`config.mk`:
```
export PLATFORM = sky130hd
export DESIGN_NAME = serial_addr_seq
export DESIGN_NICKNAME = d
export VERILOG_FILES = /design/src/rtl/serial_addr_seq_pkg.sv /design/src/rtl/serial_addr_seq_col.sv /design/src/rtl/serial_addr_seq_row.sv /design/src/rtl/serial_addr_seq_mode.sv /design/src/rtl/serial_addr_seq.sv
export SDC_FILE = /design/constraint.sdc
export NUM_CORES = 1
export LEC_CHECK = 0
export BUFFER_PORTS_ARGS = -buffer_cell sky130_fd_sc_hd__buf_4
export CORE_MARGIN = 3
export CORE_UTILIZATION = 30
export CTS_BUF_LIST = sky130_fd_sc_hd__clkbuf_4 sky130_fd_sc_hd__clkbuf_8
export DETAILED_ROUTE_END_ITERATION = 7
export PLACE_DENSITY = 0.58
export SLEW_MARGIN = 20
export SYNTH_ARGS = -nofsm -noshare
export SYNTH_HDL_FRONTEND = slang
export SYNTH_SLANG_ARGS = --single-unit
export TNS_END_PERCENT = 50
```
`constraint.sdc`:
```
create_clock -name clk -period 2.8 [get_ports clk]
set_input_delay 0.14 -clock clk [delete_from_list [all_inputs] [get_ports clk]]
set_output_delay 0.14 -clock clk [all_outputs]
set_load 0.02 [all_outputs]
```
`src/rtl/serial_addr_seq_pkg.sv`:
```
package serial_addr_seq_pkg;
   typedef enum logic {
      DIR_DOWN = 1'b0,
      DIR_UP   = 1'b1
   } step_dir_e;
endpackage

```
`src/rtl/serial_addr_seq_col.sv`:
```
module serial_addr_seq_col
   import serial_addr_seq_pkg::*;
#(
   parameter int COL_W = 10
) (
   input  logic             clk,
   input  logic             rst,
   input  logic             load_i,
   input  logic             step_i,
   input  step_dir_e        dir_i,
   output logic [COL_W-1:0] col_o,
   output logic             edge_o
);
   localparam logic [COL_W-1:0] COL_TOP = {COL_W{1'b1}};
   localparam logic [COL_W-1:0] COL_BOT = '0;
   localparam logic [COL_W-1:0] COL_ONE = COL_W'(1);

   logic [COL_W-1:0] col_q;

   // terminal position in the direction being travelled
   assign edge_o = (dir_i == DIR_UP) ? (col_q == COL_TOP) : (col_q == COL_BOT);
   assign col_o  = col_q;

   always_ff @(posedge clk) begin
      if (rst) begin
         col_q <= COL_BOT;
      end else if (load_i) begin
         col_q <= (dir_i == DIR_UP) ? COL_BOT : COL_TOP;
      end else if (step_i) begin
         col_q <= (dir_i == DIR_UP) ? col_q + COL_ONE : col_q - COL_ONE;
      end
   end
endmodule

```
`src/rtl/serial_addr_seq_row.sv`:
```
module serial_addr_seq_row
   import serial_addr_seq_pkg::*;
#(
   parameter int ROW_W = 8
) (
   input  logic             clk,
   input  logic             rst,
   input  logic             load_i,
   input  logic [ROW_W-1:0] ext_i,
   input  logic             adv_i,
   input  step_dir_e        dir_i,
   output logic [ROW_W-1:0] row_o
);
   logic [ROW_W-1:0] row_q;
   logic [ROW_W-1:0] row_next;

   generate
      if (ROW_W == 1) begin : g_toggle
         // one-bit row: up and down both flip the bit
         assign row_next = ~row_q;
      end else begin : g_addsub
         localparam logic [ROW_W-1:0] ROW_ONE = ROW_W'(1);
         assign row_next = (dir_i == DIR_UP) ? row_q + ROW_ONE : row_q - ROW_ONE;
      end
   endgenerate

   always_ff @(posedge clk) begin
      if (rst) begin
         row_q <= '0;
      end else if (load_i) begin
         row_q <= ext_i;
      end else if (adv_i) begin
         row_q <= row_next;
      end
   end

   assign row_o = row_q;
endmodule

```
`src/rtl/serial_addr_seq_mode.sv`:
```
module serial_addr_seq_mode
   import serial_addr_seq_pkg::*;
(
   input  logic      clk,
   input  logic      rst,
   input  logic      chip_i,
   input  logic      load_i,
   input  logic      step_i,
   input  logic      rw_raw_i,
   input  logic      dir_in_i,
   input  logic      fast_n_i,
   input  logic      col_edge_i,
   output step_dir_e eff_dir_o,
   output logic      dir_o,
   output logic      fast_o,
   output logic      pend_o,
   output logic      row_adv_o,
   output logic      oe_o
);
   step_dir_e dir_q;
   logic      fast_q;
   logic      pend_q;
   logic      active_q;
   logic      oe_q;

   assign eff_dir_o = fast_q ? dir_q : step_dir_e'(dir_in_i);
   assign row_adv_o = step_i && !fast_q && (col_edge_i || pend_q);

   always_ff @(posedge clk) begin
      if (rst) begin
         dir_q    <= DIR_UP;
         fast_q   <= 1'b0;
         pend_q   <= 1'b0;
         active_q <= 1'b0;
         oe_q     <= 1'b0;
      end else begin
         if (load_i) begin
            dir_q    <= step_dir_e'(dir_in_i);
            pend_q   <= 1'b0;
            active_q <= 1'b1;
         end else if (step_i) begin
            dir_q <= eff_dir_o;
            if (fast_q) begin
               if (col_edge_i) pend_q <= 1'b1;
            end else begin
               pend_q <= 1'b0;
            end
         end
         // mode select only while the read/write strobe is low
         if (chip_i && !rw_raw_i) begin
            fast_q <= !fast_n_i;
         end
         oe_q <= chip_i && (active_q || load_i);
      end
   end

   assign dir_o  = (dir_q == DIR_UP);
   assign fast_o = fast_q;
   assign pend_o = pend_q;
   assign oe_o   = oe_q;
endmodule

```
`src/rtl/serial_addr_seq.sv`:
```
module serial_addr_seq
   import serial_addr_seq_pkg::*;
#(
   parameter int ROW_W = 8,
   parameter int COL_W = 10
) (
   input  logic             clk,
   input  logic             rst,
   input  logic             chip_en,
   input  logic             xfer_start,
   input  logic             rw_step,
   input  logic             dir_up,
   input  logic             fast_n,
   input  logic [ROW_W-1:0] ext_row,
   output logic [ROW_W-1:0] row_addr,
   output logic [COL_W-1:0] col_addr,
   output logic             dir_now,
   output logic             fast_on,
   output logic             row_pending,
   output logic             data_oe
);
   generate
      if (ROW_W < 1 || ROW_W > 24) begin : g_bad_row
         $error("serial_addr_seq: ROW_W must lie in 1..24");
      end
      if (COL_W < 2 || COL_W > 24) begin : g_bad_col
         $error("serial_addr_seq: COL_W must lie in 2..24");
      end
   endgenerate

   logic      load_g;
   logic      step_g;
   logic      col_edge;
   logic      row_adv;
   step_dir_e eff_dir;
   step_dir_e col_dir;

   assign load_g  = chip_en && xfer_start;
   assign step_g  = chip_en && rw_step && !xfer_start;
   assign col_dir = load_g ? step_dir_e'(dir_up) : eff_dir;

   serial_addr_seq_mode u_mode (
      .clk        (clk),
      .rst        (rst),
      .chip_i     (chip_en),
      .load_i     (load_g),
      .step_i     (step_g),
      .rw_raw_i   (rw_step),
      .dir_in_i   (dir_up),
      .fast_n_i   (fast_n),
      .col_edge_i (col_edge),
      .eff_dir_o  (eff_dir),
      .dir_o      (dir_now),
      .fast_o     (fast_on),
      .pend_o     (row_pending),
      .row_adv_o  (row_adv),
      .oe_o       (data_oe)
   );

   serial_addr_seq_col #(.COL_W(COL_W)) u_col (
      .clk    (clk),
      .rst    (rst),
      .load_i (load_g),
      .step_i (step_g),
      .dir_i  (col_dir),
      .col_o  (col_addr),
      .edge_o (col_edge)
   );

   serial_addr_seq_row #(.ROW_W(ROW_W)) u_row (
      .clk    (clk),
      .rst    (rst),
      .load_i (load_g),
      .ext_i  (ext_row),
      .adv_i  (row_adv),
      .dir_i  (eff_dir),
      .row_o  (row_addr)
   );
endmodule

```
==> impl_results.md, run 1 <==
* Status: finished clean
* Slew @ Worst Pin at 0.750 ns
* Seq/Total Area, Yosys at 28.0%
* Leakage power at 0.868 nW
* Most frequent cell after synthesis: nor2_1
* Vias per inst at 5.14
* Pwr dens at 481 nW/um2
* Tcrit/Tclk final at 88.6%
* Sw Pwr at 366 uW
* Clk_skew at 0.00483 ns
* Routing usage on met2 at 20.0%
* GRT Max-Usage Layer: met1
* GRT overflow at 0
* R2r setup slk at 0.32 ns
* Worst Path Class, Setup: flop to flop
* Pre-Repair DR Iteration Count at 4
* Syn nets at 234
* Row count at 26
* Hold path start: fast_n
* Routed wire per std cell at 14.1 um
* CTS tree: yes
* Die area at 6410 um2
* Gates resized, CTS repair at 0
* Total track usage at 13.9%
* Post-DRT Antenna Nets at 0
* Die Ht at 80.1 um
* Layout cells sized above 1 at 20.7%
* Hold Path Class: primary input to flop
* FMAX at 403 MHz
* Largest net degree at the start of global routing at 20
* Synth cell count leaders: nor2_1 (24), dfxtp_1 (23), o21ai_0 (18), nand2_1 (17), ha_1 (14)
* Max FO, Critical Path at 4
* Vias at 1597
* Initial antenna violation count at 0
* Global-route wire length before repair at 7.00 mm
* Critical path launch point type: flop
* Unrepaired setup endpoints after global routing: false
* Worst vdd ir at 0.171 mV
* H-tree Lvls at 1
* Detail Placement HPWL at 3.21 mm
* Fill cell count at 564
* Synth-to-layout area growth at 25.6%
* Clock buffer count from CTS at 3
* Most used DFF post-synth: dfxtp_1
* Critical R2R Launch: u_mode.fast_o
* Bufs on Longest Clock Path at 2
* Netlist Area Pre-Place at 1650 um2
* Sequential share of power at 39.6%
* Netlist cell types at 45
* R2R depth at 9
* Drt drc at 0
* Diode count at 0
* Internal power at 629 uW
* Gate power share at 37.8%
* Total negative setup slack at 0 ns
* Clock sink total at 23
* Core area at 5200 um2
* Met3 Use GR at 2.02%
* Setup Viol. Count Final at 0
* Rel. slew slack at 49.5%
* Starting Density at 31.6%
* Critical Path AT at 2.65 ns
* Inst Count DP at 307
* Hold EP: u_mode.fast_o
* Count of final hold-check violations at 0
* Synthesized flop and latch total at 23
* Total Routed Length at 4.38 mm
* Max-Cap Viols at 0
* Switching share of power at 36.8%
* Worst r2r dst: u_col.col_o[8]
* Top post-synthesis cells by area: dfxtp_1 (28%), ha_1 (11%), xnor2_1 (5.9%)
* Post-synth EDFFs at 0
* Synth Warn # at 0
* Port buffer count at 36
* Finished Layout Cells at 311
* Routability Congestion at 0.864
* NumNets Final at 273
* Cell taking the most area after synthesis: dfxtp_1
* Post-CTS Hold Buffers at 0
* Clock Power Share at 22.7%
* Post-CTS Setup Inserts at 0
* Vias in the first global route at 1387
* Crit. End Element: flop
* Grt met1 use at 21.1%
* Num ports at 37
* Asr flop ratio synth at 0%
* Avg Inst Size Synth at 8.11 um2
* Hold Path Depth at 2
* Clock Latency Late Sink at 0.27 ns
* Top-area cell type share of the netlist area at 28.0%
* Worst path required time at 2.97 ns
* Period minus WS final at 2.48 ns
* Drt first-iter violations at 92
* Fin. max-slew vios at 0
* Synthesized netlist cell count at 203
* Die Width at 80.1 um
* Clock slew at reported path FFs at 0.10 ns
* Root cell of the clock tree: clkbuf_8
-- power by group through the flow --
stage	combinational (mW)	sequential [mW]	clock (mW)
2_1_floorplan	0.233	0.426	0
4_1_cts	0.377	0.393	0.231
3_5_place_dp	0.376	0.401	0
3_3_place_gp	0.374	0.401	0
6_report	0.376	0.394	0.225
5_1_grt	0.420	0.399	0.241
-- cell type report --
class | count | area (um2) | area share (%)
multi-input cells | 164 | 1130 | 54.8
flip-flops and latches | 23 | 460 | 22.3
repair buffers | 40 | 300 | 14.5
well taps | 70 | 87.6 | 4.23
clock buffers | 3 | 41.3 | 2.00
inverters | 10 | 37.5 | 1.81
clock inverters | 1 | 7.51 | 0.363
-- layout by cell type, fill, tap and decap left out, drive strengths merged, types with 10 or more instances in the layout --
cell   count
o21ai     19
a21oi     13
buf       40
inv       10
nand2     17
xnor2     11
ha        14
nor2      24
dfxtp     23
-- cells by family (layout without fill, tap and decap cells) --
group                    count (synthesis)  in the layout  share of synthesized area, %
AO/OA/AOI/OAI                           67             67                          28.3
AND/OR/NAND/NOR                         64             64                          17.4
adder cells (fa/ha/maj)                 16             16                          13.1
multiplexers                             4              4                          2.66
XOR/XNOR                                13             13                          6.91
buffers and inverters                   16             54                          3.72
flip-flops                              23             23                          28.0
-- stage by stage --
step                instance area (um2)  setup WS, ns  hold WS, ns  util [%]  total power [mW]
global route                       2070         0.126       0.0702      39.7              1.06
finish                             2070         0.318       0.0534      39.7             0.995
floorplan                          1660        0.0575        0.236         -             0.659
CTS                                2070         0.303       0.0519      39.7              1.00
detailed placement                 2020         0.309        0.351      38.8             0.777
global placement                   2020         0.366        0.349      38.8             0.775
-- registers in the layout (all words and copies together), names as in the netlist --
register / flops
u_col.col_o: 10
u_row.row_o: 8
u_mode.active_q: 1
u_mode.dir_o: 1
u_mode.oe_o: 1
u_mode.pend_o: 1
u_mode.fast_o: 1
-- worst max-delay path, cell delays in order (launching register included) --
cell	delay, ns
dfxtp_1	0.33
a21boi_2	0.21
mux2i_4	0.31
ha_1	0.31
nor2b_1	0.15
o21a_1	0.18
o31a_1	0.27
o41ai_1	0.35
xor2_1	0.17
o21ai_0	0.09
-- how the worst max path moves through the flow --
| stage | start | endpoint | slack [ns] | cells past startpoint |
|---|---|---|---|---|
| global route | u_mode.fast_o | u_col.col_o[8] | 0.13 | 9 |
| CTS | u_mode.fast_o | u_col.col_o[8] | 0.30 | 9 |
| global placement | u_mode.fast_o | u_col.col_o[8] | 0.37 | 9 |
| floorplan | u_mode.fast_o | u_col.col_o[8] | 0.06 | 9 |
| detailed placement | u_mode.fast_o | u_col.col_o[8] | 0.31 | 9 |
| finish | u_mode.fast_o | u_col.col_o[8] | 0.32 | 9 |
-- layer usage --
metal / part of all wire (%) / wire, um / up-vias
met2: 42 / 1850 / 36
met1: 53 / 2300 / 728
met3: 4.2 / 182 / 4
li1: - / - / 829
met4: 0.98 / 43 / 0
met5: 0 / 0 / -
Note: power is estimated with default switching activity, not from simulation.
==> inputs of run 2 (changes only) <==
--- a/config.mk
+++ b/config.mk
@@ -5,12 +5,12 @@
 export SDC_FILE = /design/constraint.sdc
 export NUM_CORES = 1
 export LEC_CHECK = 0
-export BUFFER_PORTS_ARGS = -buffer_cell sky130_fd_sc_hd__buf_4
 export CORE_MARGIN = 3
 export CORE_UTILIZATION = 30
 export CTS_BUF_LIST = sky130_fd_sc_hd__clkbuf_4 sky130_fd_sc_hd__clkbuf_8
 export DETAILED_ROUTE_END_ITERATION = 7
-export PLACE_DENSITY = 0.58
+export DONT_BUFFER_PORTS = 1
+export PLACE_DENSITY = 0.52
 export SLEW_MARGIN = 20
 export SYNTH_ARGS = -nofsm -noshare
 export SYNTH_HDL_FRONTEND = slang
==> run 2 against run 1 <==
Net effect: power fell by 6.3%; setup slack worse by 0.098 ns; hold slack got worse by 0.035 ns; clock power down 2%; largest cell class unchanged; critical path depth stayed put; critical endpoint unchanged; count of clock-buffer cells in the layout is the same; via count down 10%.
==> impl_results.md, run 2 (synthesized netlist as in run 1, its figures left out) <==
* Finished Layout Cells at 278
* Num ports at 37
* Row count at 26
* Leakage power at 0.698 nW
* Core area at 5200 um2
* NumNets Final at 240
* Critical Path AT at 2.74 ns
* Largest net degree at the start of global routing at 19
* Sequential share of power at 45.9%
* Crit. End Element: flop
* Dpl ws at 0.205 ns
* Internal power at 586 uW
* Most common cell after layout, fill and taps aside: nor2_1
* Starting Density at 31.6%
* Max FO, Critical Path at 6
* Total track usage at 13.5%
* Inst Count DP at 271
* Total negative setup slack at 0 ns
* Routed wire per std cell at 15.0 um
* Total Routed Length at 4.17 mm
* Pre-Repair DR Iteration Count at 4
* Final Cell Area at 1830 um2
* Commonest non-fill, non-tap cells in the layout: nor2_1 (24), dfxtp_1 (23), o21ai_0 (18)
* Max reg flops at 10
* Drt first-iter violations at 78
* Worst vdd ir at 0.159 mV
* Die area at 6410 um2
* Clock buffer count from CTS at 3
* Drt drc at 0
* Fin. max-slew vios at 0
* Initial antenna violation count at 0
* Final Power at 932 uW
* Rel. slew slack at 43.7%
* Clock Latency Late Sink at 0.27 ns
* Vias per inst at 5.16
* Tcrit/Tclk final at 92.1%
* Clock slew at reported path FFs at 0.09 ns
* H-tree Lvls at 1
* Period minus WS final at 2.58 ns
* R2r setup slk at 0.22 ns
* Post-DRT Antenna Nets at 0
* Layout cells sized above 1 at 7.21%
* Global-route wire length before repair at 6.87 mm
* Max-Cap Viols at 0
* Worst path required time at 2.96 ns
* GRT overflow at 0
* Vias at 1434
* Critical path launch point type: flop
* Diode count at 0
* Die Ht at 80.1 um
* Unrepaired setup endpoints after global routing: false
* Vias in the first global route at 1388
* Die Width at 80.1 um
* Root cell of the clock tree: clkbuf_8
* Clock Power Share at 23.6%
* Worst Path Class, Setup: flop to flop
* Clock sink total at 23
* CTS tree: yes
* Hold Path Class: primary input to flop
* FMAX at 388 MHz
* Status: finished clean
* Gate power share at 30.6%
* Placed inst area at 1750 um2
* Sw Pwr at 346 uW
* Final WS setup at 0.221 ns
* Detail Placement HPWL at 3.15 mm
* Synth-to-layout area growth at 11.2%
* Count of final hold-check violations at 0
* Pwr dens at 509 nW/um2
* Switching share of power at 37.1%
* Clk_skew at 0.00247 ns
* Routability Congestion at 0.761
* Setup Viol. Count Final at 0
* Port buffer count at 0
* Bufs on Longest Clock Path at 2
* Slew @ Worst Pin at 0.821 ns
==> run 2: power by group through the flow <==
stage / logic (mW) / registers, mW / clock network (mW)
2_1_floorplan: 0.233 / 0.426 / 0
3_3_place_gp: 0.278 / 0.437 / 0
3_5_place_dp: 0.278 / 0.437 / 0
4_1_cts: 0.285 / 0.430 / 0.225
5_1_grt: 0.329 / 0.434 / 0.243
6_report: 0.285 / 0.427 / 0.220
==> run 2: critical path, cell delays in order (launching register included) <==
cell,delay (ns)
dfxtp_1,0.37
a21boi_2,0.23
mux2i_4,0.35
ha_1,0.32
nor2b_1,0.15
o21a_1,0.18
o31a_1,0.26
o41ai_1,0.34
xor2_1,0.17
o21ai_0,0.10
==> run 2: per-layer routing <==
metal	part of all wire [%]	up-vias	wire, um	global-route usage [%]
met5	0	-	0	0
met4	0.74	0	31	3.55
met3	3.5	2	146	2.47
met2	46	20	1930	21.8
met1	49	659	2060	18.5
li1	-	753	-	-
==> run 2: cell type report <==
cell class	count	area, um2
clock buffers	3	41.3
clock inverters	1	5.00
fillers	561	3370
inverters	10	37.5
multi-input cells	164	1140
flip-flops and latches	23	460
well taps	70	87.6
repair buffers	7	60.1
==> run 2: final timing paths <==
check / start / to / depth (start not counted)
hold reg to reg: u_mode.active_q / u_mode.active_q / 2
setup / recovery: u_mode.fast_o / u_col.col_o[8] / 9
setup reg to reg: u_mode.fast_o / u_col.col_o[8] / 9
hold / removal: ext_row[1] / u_row.row_o[1] / 2
==> run 2: repair_timing <==
action,in CTS,in global routing
setup endpoints to repair,0,1
endpoints found under the hold margin,10,0
hold buffers,3,0
resized for setup,0,1
buffers inserted,0,0
==> run 2: through the flow <==
step / util [%] / hold slack (ns)
after global placement: 33.6 / 0.216
after floorplan: - / 0.236
after CTS: 35.1 / 0.0135
after detailed placement: 33.6 / 0.216
after global routing: 35.2 / 0.0231
final: 35.2 / 0.0182
==> inputs of run 3 (changes only) <==
--- a/config.mk
+++ b/config.mk
@@ -5,12 +5,11 @@
 export SDC_FILE = /design/constraint.sdc
 export NUM_CORES = 1
 export LEC_CHECK = 0
+export BUFFER_PORTS_ARGS = -buffer_cell sky130_fd_sc_hd__buf_4
 export CORE_MARGIN = 3
 export CORE_UTILIZATION = 30
 export CTS_BUF_LIST = sky130_fd_sc_hd__clkbuf_4 sky130_fd_sc_hd__clkbuf_8
 export DETAILED_ROUTE_END_ITERATION = 7
-export DONT_BUFFER_PORTS = 1
-export PLACE_DENSITY = 0.52
 export SLEW_MARGIN = 20
 export SYNTH_ARGS = -nofsm -noshare
 export SYNTH_HDL_FRONTEND = slang
==> run 3 against run 2 <==
Net effect: non-clock buffer count is 33 higher; final area is 13% higher; critical path type unchanged; global-route usage hardly changed; core utilization is 4.6 points higher; sequential share of layout area is 2.9 points lower.
==> impl_results.md, run 3 (synthesized netlist as in run 1, its figures left out) <==
* Status: finished clean
* Pre-Repair DR Iteration Count at 4
* Die area at 6410 um2
* Count of final hold-check violations at 0
* Period minus WS final at 2.50 ns
* Clock sink total at 23
* CP cell instances: a21boi_2 -> mux2i_4 -> ha_1 -> nor2b_1 -> o21a_1 -> o31a_1 -> o41ai_1 -> xor2_1 -> o21ai_0
* Slowest cell on crit path: mux2i_4
* Levels on crit path at 9
* Initial antenna violation count at 0
* Routability Congestion at 0.854
* Max reg flops at 10
* GRT overflow at 0
* Critical Path AT at 2.66 ns
* Die Width at 80.1 um
* FMAX at 400 MHz
* Max-Cap Viols at 0
* Switching share of power at 35.8%
* Total track usage at 13.5%
* R2r setup slk at 0.30 ns
* Vias at 1607
* Sequential share of power at 39.4%
* Post-CTS Setup Inserts at 0
* R2R depth at 9
* Global-route wire length before repair at 6.94 mm
* Detail Placement HPWL at 3.24 mm
* Pwr dens at 482 nW/um2
* Clock Latency Late Sink at 0.27 ns
* Worst Path Class, Setup: flop to flop
* Worst vdd ir at 0.185 mV
* Max incr delay on CP at 0.34 ns
* Core area at 5200 um2
* Total negative setup slack at 0 ns
* Gates resized, CTS repair at 0
* Starting Density at 31.6%
* Final WS setup at 0.299 ns
* Rel. slew slack at 41.4%
* Largest net degree at the start of global routing at 19
* Crit. End Element: flop
* Hold Path Depth at 2
* Post-DRT Antenna Nets at 0
* Routed wire per std cell at 13.6 um
* Hold Path Class: primary input to flop
* Setup Viol. Count Final at 0
* Hold Slack at 0.0745 ns
* Vias per inst at 5.17
* Bufs on Longest Clock Path at 2
* Grt met1 use at 18.8%
* Leakage power at 0.872 nW
* Sw Pwr at 357 uW
* Slew @ Worst Pin at 0.870 ns
* Worst path required time at 2.96 ns
* Gate power share at 37.6%
* Internal power at 640 uW
* H-tree Lvls at 1
* Crit path capture: u_col.col_o[8]
* Tcrit/Tclk final at 89.3%
* Clock Power Share at 23.0%
* Port buffer count at 36
* Diode count at 0
* Critical R2R Launch: u_mode.fast_o
* GRT Max-Usage Layer: met2
* Synth-to-layout area growth at 25.6%
* Worst r2r dst: u_col.col_o[8]
* Vias in the first global route at 1468
* Row count at 26
* Fill cell count at 557
* Clock buffer count from CTS at 3
* Post-layout util at 39.7%
* Most common cell after layout, fill and taps aside: buf_4
* Post-CTS Hold Buffers at 0
* Worst setup path start: u_mode.fast_o
* CP delay by family, top: compound AO/OA/AOI/OAI gates
* Clock slew at reported path FFs at 0.09 ns
* Drt first-iter violations at 63
* WP buf/inv at 0
* Multi-input logic area at 1130 um2
* Layout cells sized above 1 at 20.7%
* Num ports at 37
* Drt drc at 0
* Total Routed Length at 4.25 mm
* Die Ht at 80.1 um
* Clk_skew at 0.00354 ns
* Critical path launch point type: flop
* Fin. max-slew vios at 0
* Dpl ws at 0.303 ns
* Routing usage on met2 at 21.2%
* Unrepaired setup endpoints after global routing: false
* Max FO, Critical Path at 6
* NumNets Final at 273
* CTS tree: yes
* Commonest non-fill, non-tap cells in the layout: buf_4 (40), nor2_1 (24), dfxtp_1 (23)
* Root cell of the clock tree: clkbuf_8
* Register area at 460 um2
* Met3 Use GR at 2.13%
==> run 3: cell count changes in the layout (fill, tap and decap cells not counted), sizes merged <==
cell	delta
buf	+36
dlygate4sd3	-3
clkbuf	+1
clkinv	-1
==> run 3: worst reg2reg max path, stage by stage, from the launching register on <==
cell	delay, ns
dfxtp_1	0.33
a21boi_2	0.21
mux2i_4	0.34
ha_1	0.32
nor2b_1	0.15
o21a_1	0.18
o31a_1	0.27
o41ai_1	0.34
xor2_1	0.17
o21ai_0	0.09
==> run 3: per-stage QoR <==
| stage | power (mW) | cells | cell area [um2] |
|---|---|---|---|
| CTS | 1.00 | 311 | 2070 |
| global route | 1.06 | 311 | 2070 |
| global placement | 0.775 | 307 | 2020 |
| floorplan | 0.659 | 203 | 1660 |
| detailed placement | 0.777 | 307 | 2020 |
| finish | 0.996 | 311 | 2070 |
==> run 3: worst min-delay path by stage <==
| stage | endpoint | slack [ns] | from |
|---|---|---|---|
| 6_report | u_mode.fast_o | 0.07 | fast_n |
| 2_1_floorplan | u_mode.fast_o | 0.24 | fast_n |
| 3_5_place_dp | u_mode.fast_o | 0.36 | fast_n |
| 5_1_grt | u_mode.fast_o | 0.07 | fast_n |
| 4_1_cts | u_mode.fast_o | 0.07 | fast_n |
| 3_3_place_gp | u_mode.fast_o | 0.36 | fast_n |
==> run 3: area by class of cell <==
cell class	instances	share of cell area [%]
Timing Repair Buffer	40	14.5
Clock buffer	4	2.36
Tap cell	70	4.23
Multi-Input combinational cell	164	54.8
Sequential cell	23	22.3
Inverter	10	1.81
==> run 3: power by group through the flow <==
stage,sequential (mW),combinational (mW),clock [mW]
2_1_floorplan,0.426,0.233,0
3_3_place_gp,0.401,0.374,0
3_5_place_dp,0.400,0.377,0
4_1_cts,0.393,0.378,0.233
5_1_grt,0.398,0.421,0.245
6_report,0.393,0.374,0.229
==> run 3: routing by layer <==
layer,up-vias,routed length (um)
li1,828,-
met1,745,2150
met2,29,1860
met3,5,171
met4,0,57
met5,-,0
